$ cat src/rtl/irq_aggr_pkg.sv
package irq_aggr_pkg;
  localparam int NFLAG    = 8;
  localparam int NSRC     = NFLAG - 1;
  localparam int FLAG_ERR = NFLAG - 1;
  localparam int DW       = 8;

  typedef enum logic [1:0] {
    REG_FLAG = 2'd0,
    REG_EN   = 2'd1,
    REG_CFG  = 2'd2,
    REG_ERR  = 2'd3
  } reg_addr_e;
endpackage

$ cat src/rtl/irq_flag_bank.sv
module irq_flag_bank #(
  parameter int NSRC = 7
) (
  input  logic            clk_i,
  input  logic            rst_ni,
  input  logic [NSRC-1:0] evt_i,
  input  logic            wr_i,
  input  logic            set_sel_i,
  input  logic [NSRC-1:0] mask_i,
  output logic [NSRC-1:0] flag_o
);
  for (genvar k = 0; k < NSRC; k++) begin : g_flag
    logic host_set, host_clr, q;

    assign host_set = wr_i & set_sel_i & mask_i[k];
    assign host_clr = wr_i & ~set_sel_i & mask_i[k];

    always_ff @(posedge clk_i or negedge rst_ni) begin
      if (!rst_ni) q <= 1'b0;
      else         q <= evt_i[k] | host_set | (q & ~host_clr);
    end
    assign flag_o[k] = q;


    src_sets_chk: assert property (@(posedge clk_i) disable iff (!rst_ni)
      evt_i[k] |=> flag_o[k]);


    host_set_chk: assert property (@(posedge clk_i) disable iff (!rst_ni)
      (wr_i && set_sel_i && mask_i[k]) |=> flag_o[k]);


    host_clr_chk: assert property (@(posedge clk_i) disable iff (!rst_ni)
      (wr_i && !set_sel_i && mask_i[k] && !evt_i[k]) |=> !flag_o[k]);
  end
endmodule

$ cat src/rtl/irq_err_reg.sv
module irq_err_reg #(
  parameter int ERR_W = 8
) (
  input  logic             clk_i,
  input  logic             rst_ni,
  input  logic [ERR_W-1:0] evt_i,
  input  logic             w1c_i,
  input  logic [ERR_W-1:0] mask_i,
  output logic [ERR_W-1:0] q_o
);
  for (genvar j = 0; j < ERR_W; j++) begin : g_bit
    logic q;
    always_ff @(posedge clk_i or negedge rst_ni) begin
      if (!rst_ni) q <= 1'b0;
      else         q <= evt_i[j] | (q & ~(w1c_i & mask_i[j]));
    end
    assign q_o[j] = q;


    err_set_chk: assert property (@(posedge clk_i) disable iff (!rst_ni)
      evt_i[j] |=> q_o[j]);


    err_clr_chk: assert property (@(posedge clk_i) disable iff (!rst_ni)
      (w1c_i && mask_i[j] && !evt_i[j]) |=> !q_o[j]);
  end
endmodule

$ cat src/rtl/irq_pin_drv.sv
module irq_pin_drv #(
  parameter int NFLAG = 8
) (
  input  logic [NFLAG-1:0] flag_i,
  input  logic [NFLAG-1:0] en_i,
  input  logic             low_act_i,
  output logic             irq_o
);
  logic any_act;
  assign any_act = |(flag_i & en_i);
  assign irq_o   = low_act_i ? ~any_act : any_act;
endmodule

$ cat src/rtl/irq_aggr.sv
module irq_aggr
  import irq_aggr_pkg::*;
#(
  parameter int ERR_W = 8
) (
  input  logic             clk_i,
  input  logic             rst_ni,
  input  logic [NSRC-1:0]  evt_i,
  input  logic [ERR_W-1:0] err_evt_i,
  input  logic             we_i,
  input  logic [1:0]       addr_i,
  input  logic [DW-1:0]    wdata_i,
  output logic [DW-1:0]    rdata_o,
  output logic             irq_o
);
  localparam int PAD_W = DW - ERR_W;

  logic [NSRC-1:0]  src_flag;
  logic [NFLAG-1:0] flag_word;
  logic [NFLAG-1:0] en_q;
  logic             pol_q;
  logic [ERR_W-1:0] err_q;
  logic             wr_flag, wr_en, wr_cfg, wr_err;

  assign wr_flag = we_i && (addr_i == REG_FLAG);
  assign wr_en   = we_i && (addr_i == REG_EN);
  assign wr_cfg  = we_i && (addr_i == REG_CFG);
  assign wr_err  = we_i && (addr_i == REG_ERR);

  irq_flag_bank #(.NSRC(NSRC)) u_flags (
    .clk_i     (clk_i),
    .rst_ni    (rst_ni),
    .evt_i     (evt_i),
    .wr_i      (wr_flag),
    .set_sel_i (wdata_i[DW-1]),
    .mask_i    (wdata_i[NSRC-1:0]),
    .flag_o    (src_flag)
  );

  irq_err_reg #(.ERR_W(ERR_W)) u_err (
    .clk_i  (clk_i),
    .rst_ni (rst_ni),
    .evt_i  (err_evt_i),
    .w1c_i  (wr_err),
    .mask_i (wdata_i[ERR_W-1:0]),
    .q_o    (err_q)
  );

  assign flag_word = {|err_q, src_flag};

  always_ff @(posedge clk_i or negedge rst_ni) begin
    if (!rst_ni) begin
      en_q  <= '0;
      pol_q <= 1'b0;
    end else begin
      if (wr_en)  en_q  <= wdata_i[NFLAG-1:0];
      if (wr_cfg) pol_q <= wdata_i[0];
    end
  end

  irq_pin_drv #(.NFLAG(NFLAG)) u_pin (
    .flag_i    (flag_word),
    .en_i      (en_q),
    .low_act_i (pol_q),
    .irq_o     (irq_o)
  );

  always_comb begin
    unique case (addr_i)
      REG_FLAG: rdata_o = flag_word;
      REG_EN:   rdata_o = en_q;
      REG_CFG:  rdata_o = {{(DW-1){1'b0}}, pol_q};
      default:  rdata_o = {{PAD_W{1'b0}}, err_q};
    endcase
  end


  err_flag_chk: assert property (@(posedge clk_i) disable iff (!rst_ni)
    (addr_i == REG_FLAG) |-> (rdata_o[FLAG_ERR] == (err_q != '0)));


  en_wr_chk: assert property (@(posedge clk_i) disable iff (!rst_ni)
    wr_en |=> (en_q == $past(wdata_i)));


  irq_stable_chk: assert property (@(posedge clk_i) disable iff (!rst_ni)
    ($stable(flag_word) && $stable(en_q) && $stable(pol_q)) |-> $stable(irq_o));
endmodule

$ cat config.mk
export PLATFORM = sky130hd
export DESIGN_NAME = irq_aggr
export DESIGN_NICKNAME = d
export VERILOG_FILES = /design/src/rtl/irq_aggr_pkg.sv /design/src/rtl/irq_flag_bank.sv /design/src/rtl/irq_err_reg.sv /design/src/rtl/irq_pin_drv.sv /design/src/rtl/irq_aggr.sv
export SDC_FILE = /design/constraint.sdc
export NUM_CORES = 1
export LEC_CHECK = 0
export BUFFER_PORTS_ARGS = -buffer_cell sky130_fd_sc_hd__buf_4
export CORE_UTILIZATION = 45
export DETAILED_ROUTE_END_ITERATION = 10
export PLACE_DENSITY = 0.8
export SYNTH_ARGS = -nofsm -noshare
export SYNTH_HDL_FRONTEND = slang
export SYNTH_SLANG_ARGS = --single-unit
$ cat constraint.sdc
create_clock -name clk_i -period 1.5 [get_ports clk_i]
set_clock_uncertainty 0.1 [all_clocks]
set_input_delay 0.225 -clock clk_i [delete_from_list [all_inputs] [get_ports clk_i]]
set_output_delay 0.225 -clock clk_i [all_outputs]
set_load 0.01 [all_outputs]
# Word-level counts from Yosys, hierarchy flattened
# Index checks and enable logic that the tools add are counted.
# word_totals
ram_bits,0
latch_bits,0
regBits,24
elab_cells,108
n_memories,0
romBits,0
output_inout_bits,9
inputBits,28
# op_classes
div,0
addsub,0
reduce_logical,7
bitwise_logic,79
n_shift,0
mul,0
mux,2
eq_ne,3
n_lt_le_gt_ge,0
# ops
cell,count
AND 1 bit,39
case mux 8 bit (3 select lines),1
bitwise OR 1 bit,22
inverter 1 bit,17
OR reduction 8 bit,2
AND 8 bit,1
"equality test 2 bit, second input constant",2
logical AND 1 bit,4
"equality test 2 x 1 -> 1 bit, second input constant",1
logical NOT 2 bit,1
two-way mux 1 bit,1

# Logic depth before layout (Yosys ltp)
# Gate-level depths: netlist (run 1).
# depth
word_depth,7
depth_mapped,5
mapped_depth_nobuf,4

# By module
# From an unflattened synthesis (run 1), not the netlist that was laid out.
# unflattened
hier_cells,120
hier_area_um2,1365.1
# modules_own_cells
mod,area_per_inst_um2,instances,cells_each
irq_aggr,584.3,1,52
irq_flag_bank,372.9,1,29
irq_err_reg,357.8,1,33
irq_pin_drv,50.0,1,6

# Least setup slack after synthesis (run 1)
# OpenSTA, ideal clock, no wires.
# synth_timing
kind,reg-to-output
from,reg u_flags.g_flag[2].q
to,out irq_o
path_buffers,0
path_stages_with_launch,5
slack_ns,0.084
arrival_ns,1.091
path_cell_list,dfrtp_1 -> a222oi_1 -> nand3_1 -> a21oi_2 -> xnor2_1
# synth_between
elab_chain_cells,4
# synth_lines
element,line,text
from (decl),irq_flag_bank.sv:13,"logic host_set, host_clr, q;"
from (signal assigned),irq_flag_bank.sv:20,else q <= evt_i[k] | host_set | (q & ~host_clr);
AND 8 bit *,irq_pin_drv.sv:10,assign any_act = |(flag_i & en_i);
OR reduction 8 bit *,irq_pin_drv.sv:10,
inverter 1 bit,irq_pin_drv.sv:11,assign irq_o = low_act_i ? ~any_act : any_act;
two-way mux 1 bit *,irq_pin_drv.sv:11,
to (decl),irq_aggr.sv:14,output logic irq_o
# Mark *: on every way between the ends. The rest lies on a longest branch, timed or not.

# Worst setup path in the final report (run 1)
# Same ends and word-level chain as after synthesis.

==> results of run 1 <==
==> sequential cells by signal (all words and copies together) (netlist names) <==
register,count
en_q,8
pol_q,1
u_err.g_bit.q,8
u_flags.g_flag.q,7
==> cell usage in the layout, fill, tap and decap left out, types with 2 or more instances in the layout <==
cell type	Yosys	routed
mux2_4	0	7
mux2_2	15	9
dfrtp_1	24	24
buf_4	2	39
mux2i_1	7	7
clkbuf_4	0	3
a22o_1	6	6
nor4_2	0	2
a21o_1	8	8
nand2_1	10	10
nand2b_1	7	7
dlygate4sd3_1	0	14
a22oi_1	2	2
nand3_1	8	8
buf_6	2	16
==> power by group <==
part	leakage (nW)	internal, mW	switching (mW)
sequential	0.242	0.704	0.0510
combinational	0.618	0.288	0.165
clock	0.0138	0.0940	0.183
total	0.874	1.09	0.399
==> metrics by stage <==
| step | utilization [%] | std cells | TNS [ps] | power (mW) |
|---|---|---|---|---|
| after floorplan | - | 105 | 0 | 0.937 |
| after global placement | 63.7 | 179 | -91.4 | 1.10 |
| after detailed placement | 63.7 | 179 | -222 | 1.12 |
| after CTS | 73.7 | 197 | -2630 | 1.46 |
| after global routing | 75.8 | 201 | -3200 | 1.55 |
| final | 75.8 | 201 | -2700 | 1.49 |
==> repair_timing <==
item                       in CTS  in global routing
pin swaps                       5                  4
hold buffers                   12                  2
setup buffers                   5                  5
hold endpoints to repair       35                  2
resized for setup              22                  6
setup endpoints to repair       9                  9
==> cells by family after synthesis <==
family          count (synthesis)  share of synthesized area (%)
simple gates                   31                           13.6
mux                            24                           21.7
flops                          24                           47.9
compound gates                 19                           12.5
buf+inv                         6                           3.69
xor+xnor                        1                          0.698
==> final timing paths <==
path                                     start                   to
min                                   evt_i[2]  u_flags.g_flag[2].q
max                        u_flags.g_flag[2].q                irq_o
max reg2reg                   u_err.g_bit[4].q     u_err.g_bit[4].q
min in group asynchronous               rst_ni  u_flags.g_flag[4].q
min reg2reg                            en_q[6]              en_q[6]
max in group asynchronous               rst_ni              en_q[6]
==> layer usage <==
metal,vias to the layer above,global-route usage [%],share of wire (%)
met4,0,4.70,0.35
li1,521,-,-
met5,-,0,0
met3,2,5.83,3.3
met2,28,42.4,51
met1,573,32.1,45
==> area by class of cell <==
cell class / count / area, um^2
fillers: 163 / 617
repair buffers: 69 / 613
clock buffers: 3 / 22.5
multi-input cells: 75 / 654
well taps: 30 / 37.5
flip-flops and latches: 24 / 601
==> critical path, cell delays in order, from the launching register on <==
cell,delay (ps)
dfrtp_1,410
a222oi_1,410
nand3_1,140
a21oi_2,140
xnor2_1,130
buf_4,150
==> summary.txt, run 1 <==
Global route
  • GR Util All Layers: 24.9%
  • GRT overflow: 0
  • First-pass GRT wire length: 5130 um
  • Pin count of the biggest net entering global routing: 25
  • Initial antenna violation count: 0
  • Vias in the first global route: 1101

Floorplan
  • Rows: 18
  • Core ar.: 2540 um^2
  • Full die area: 3000 um^2
  • DIE WIDTH: 54.8 um
  • Starting Density: 49.3%
  • I/O pin count: 37
  • Die Height: 54.8 um

Critical path
  • R2R depth: 3
  • Reg2reg setup slack: 470 ps
  • Peak fanout along the critical path: 2
  • WS Path Type: reg -> out
  • CP endpoint kind: output pin
  • Critical Path Start Type: register
  • CP Data Arrival Time: 1690 ps
  • Required time of the critical path: 1170 ps

Yosys
  • Cell count after synthesis: 105
  • Synth Register Bits: 24
  • Mapped Nets: 133
  • Synth cell count leaders: dfrtp_1 (24), mux2_2 (15), nand2_1 (10), a21o_1 (8), nand3_1 (8)
  • Post-synth top area share: 47.9%
  • Seq/Total Area, Yosys: 47.9%
  • Synth Flop Type: dfrtp_1
  • Synth Warn #: 0
  • Synth cell types: 24
  • Synth top area cells: dfrtp_1 (48%), mux2_2 (13%), mux2i_1 (5.6%)
  • Leading area contributor after synthesis: dfrtp_1
  • Mapped cell area: 1250 um^2
  • Asr flop ratio synth: 100%
  • Mean Syn Cell Area: 12.0 um^2
  • Post-synth EDFFs: 0
  • Cell with the most instances after synthesis: dfrtp_1

Placed design
  • Port Buf Inserts: 36
  • Dpl ws: -173 ps
  • Placed cell area: 1620 um^2
  • Post-DP HPWL: 2200 um
  • Placer Congestion: 0.830

Worst hold path
  • Worst Hold Class: in -> reg
  • Hold path cells: 2

Power
  • Leak Pwr: 0.874 nW
  • Cell Pwr Density: 770 nW/um^2
  • VDD IR max: 0.000721 V

Timing
  • Min cycle time layout: 2010 ps
  • Max frequency: 497 MHz
  • Hold_ws: 13.2 ps
  • Final Slew Violations: 0
  • Final Hold Viols: 0
  • Final WS setup: -513 ps
  • Tightest Pin Transition: 370 ps
  • Slew headroom: 75.3%
  • Post-route clock period utilization: 134%
  • RSZ-0062 raised after global routing: true
  • Final Setup Violations: 9

Status
  • Failing checks: setup timing
  • Status: finished, violations left

Routing
  • Vias: 1124
  • DRT Wirelength: 3400 um
  • Total DRC errors in the routed layout: 0
  • DR pass1 iterations: 6
  • Wire length per cell: 16.9 um
  • First DRT Iteration DRCs: 22
  • Number of routed nets with antenna violations: 0
  • Vias per std cell: 5.59

Layout
  • Final antenna diode count: 0
  • Area added between synthesis and finish: 53.6%
  • Ratio of cells with drive above 1 in the final layout: 47.4%
  • Fin area: 1930 um^2
  • Final #Nets: 201

Run
  • Max Cap Viol: 0

Clock network
  • CTS buffer count: 3
  • CTS max path bufs: 2
  • CTS tree: done
  • CTS clk-pin slew, worst paths: 120 ps
  • Number of H-tree levels: 1
  • Root Driver: clkbuf_4
  • Clk_lat worst skew: 310 ps
  • Clk sinks: 24
Note: power is estimated with default switching activity, not from simulation.
==> run 2: changes to the inputs <==
--- a/config.mk
+++ b/config.mk
@@ -6,6 +6,7 @@
 export NUM_CORES = 1
 export LEC_CHECK = 0
 export BUFFER_PORTS_ARGS = -buffer_cell sky130_fd_sc_hd__buf_4
+export CORE_ASPECT_RATIO = 1.4
 export CORE_UTILIZATION = 45
 export DETAILED_ROUTE_END_ITERATION = 10
 export PLACE_DENSITY = 0.8
==> run 2 against run 1 <==
Effect of this change:
- the flow still finishes with violations (setup timing)
- power grew 12%
- global-route usage grew 1.1 points
- die area is essentially flat
- sequential power is essentially flat
- critical path depth is the same
- utilization shrank 0.71 points
- highest routed layer unchanged
- clock power grew 67%
- count of clock-buffer cells in the layout is the same
- largest cell class unchanged
- first-iteration DRC count grew 91%
==> summary.txt, run 2 (synthesized netlist as in run 1, its figures left out) <==
Global route
  • Vias in the first global route: 1167
  • First-pass GRT wire length: 5470 um
  • Pin count of the biggest net entering global routing: 25
  • Met3 usage: 4.46%
  • GRT overflow: 0
  • Initial antenna violation count: 0
  • Grt met2 use: 41.7%
  • Busiest grt layer: met2
  • M1 GR Usage: 31.7%
  • GR Util All Layers: 26.0%

Floorplan
  • Core ar.: 2640 um^2
  • Rows: 22
  • Full die area: 3010 um^2
  • DIE WIDTH: 46.6 um
  • Starting Density: 47.5%
  • Die Height: 64.5 um
  • I/O pin count: 37

Timing
  • Final Setup Violations: 9
  • Post-route clock period utilization: 131%
  • Final WS setup: -459 ps
  • Min cycle time layout: 1960 ps
  • Slew headroom: 75.1%
  • Final Slew Violations: 0
  • RSZ-0062 raised after global routing: true
  • Max frequency: 510 MHz
  • Final Hold Viols: 0
  • Tightest Pin Transition: 374 ps

Critical path
  • Required time of the critical path: 1170 ps
  • Critical-path top delay cell: dfrtp_1
  • Critical Path Max Stage Delay: 440 ps
  • CP endpoint kind: output pin
  • CP top delay family: simple AND/OR/NAND/NOR gates
  • Crit path depth: 5
  • Critical Path Start Type: register
  • Peak fanout along the critical path: 2
  • Crit path buf inv count: 1
  • CP Data Arrival Time: 1630 ps
  • R2R depth: 4
  • Worst-path cell chain: nor4_2, nand2_1, a21oi_2, xnor2_1, buf_4
  • WS Path Type: reg -> out

Worst hold path
  • Worst Hold Class: in -> reg
  • Hold path cells: 2

Clock network
  • Clk_lat worst skew: 310 ps
  • CTS buffer count: 3
  • CTS clk-pin slew, worst paths: 130 ps
  • CTS max path bufs: 2
  • Root Driver: clkbuf_4
  • CTS tree: done
  • Clk sinks: 24
  • Number of H-tree levels: 1

Placed design
  • Post-DP HPWL: 2260 um
  • Port Buf Inserts: 36
  • Placed cell area: 1640 um^2
  • Placer Congestion: 0.880

Layout
  • Final antenna diode count: 0
  • Multi-input logic area: 654 um^2
  • Area added between synthesis and finish: 58.0%
  • Sequential Area: 601 um^2
  • Largest registers: en_q: 8 flops, u_err.g_bit.q: 8 flops, u_flags.g_flag.q: 7 flops
  • Ratio of cells with drive above 1 in the final layout: 48.0%
  • Fillers: 185
  • Post-Route Utilization: 75.0%
  • Most frequent cells in the layout: buf_4 (43), dfrtp_1 (24), dlygate4sd3_1 (15), buf_6 (14), nand2_1 (10)
  • Fin area: 1980 um^2
  • Final #Nets: 204
  • Most common cell after layout, fill and taps aside: buf_4

Power
  • P_int: 1.26 mW
  • Leak Pwr: 0.897 nW
  • Flop pwr share: 45.4%
  • Comb power frac: 26.8%
  • Clk pwr share: 27.8%
  • Cell Pwr Density: 837 nW/um^2
  • Sw Share: 24.3%
  • VDD IR max: 0.000537 V
  • Sw power: 0.404 mW

Routing
  • DR pass1 iterations: 6
  • Vias per std cell: 5.47
  • Number of routed nets with antenna violations: 0
  • DRT Wirelength: 3410 um
  • Total DRC errors in the routed layout: 0
  • Vias: 1154
  • Wire length per cell: 16.2 um
  • First DRT Iteration DRCs: 42

Status
  • Status: finished, violations left
  • Failing checks: setup timing

Run
  • Max Cap Viol: 0
[run 2: cell count changes in the layout (fill, tap and decap cells not counted)]
cell	delta
dlygate4sd3_1	+1
buf_6	-2
buf_4	+4
bufinv_16	+1
[run 2: cell type report]
class / count / share of cell area [%]
Timing Repair Buffer: 72 / 31.8
Clock buffer: 3 / 1.14
Tap cell: 36 / 2.27
Clock inverter: 1 / 1.51
Sequential cell: 24 / 30.3
Multi-Input combinational cell: 75 / 33.0
[run 2: layer usage]
| layer | part of all wire, % | vias to the layer above |
|---|---|---|
| met5 | 0 | - |
| met4 | 2.3 | 0 |
| met3 | 4.2 | 10 |
| met2 | 54 | 50 |
| met1 | 39 | 568 |
| li1 | - | 526 |
[run 2: per-stage QoR]
| stage | instances | power, mW | TNS, ps | hold WS (ps) | setup slack, ps |
|---|---|---|---|---|---|
| finish | 211 | 1.66 | -2640 | 33.8 | -459 |
| global route | 211 | 1.75 | -3250 | 10.9 | -574 |
| CTS | 209 | 1.66 | -2630 | 6.38 | -444 |
| detailed placement | 186 | 1.11 | -146 | 35.1 | -125 |
| global placement | 186 | 1.10 | -88.6 | 36.0 | -88.6 |
| floorplan | 105 | 0.937 | 0 | -171 | 83.6 |
[run 2: path summary, 6_finish.rpt]
path | start | endpoint | slack [ps]
setup reg to reg | u_err.g_bit[1].q | u_err.g_bit[1].q | 370
hold reg to reg | u_err.g_bit[6].q | u_err.g_bit[6].q | 450
max in group asynchronous | rst_ni | u_flags.g_flag[6].q | 830
setup / recovery | u_err.g_bit[3].q | irq_o | -460
min in group asynchronous | rst_ni | u_err.g_bit[7].q | 220
hold / removal | evt_i[2] | u_flags.g_flag[2].q | 30
[run 2: what timing repair did]
item                                    CTS  global route
hold buffers                             14             1
endpoints found under the setup margin    9             9
setup buffers                             6             3
hold endpoints to repair                 37             1
gates resized for setup                  24             2
pin swaps                                 8             4
cloned                                    0             0
[run 2: power by group through the flow]
stage,Clock (mW),Combinational [mW],Sequential (mW)
detailed placement,0,0.353,0.761
floorplan,0,0.190,0.747
global route,0.520,0.473,0.759
finish,0.462,0.444,0.754
global placement,0,0.347,0.757
CTS,0.470,0.437,0.751
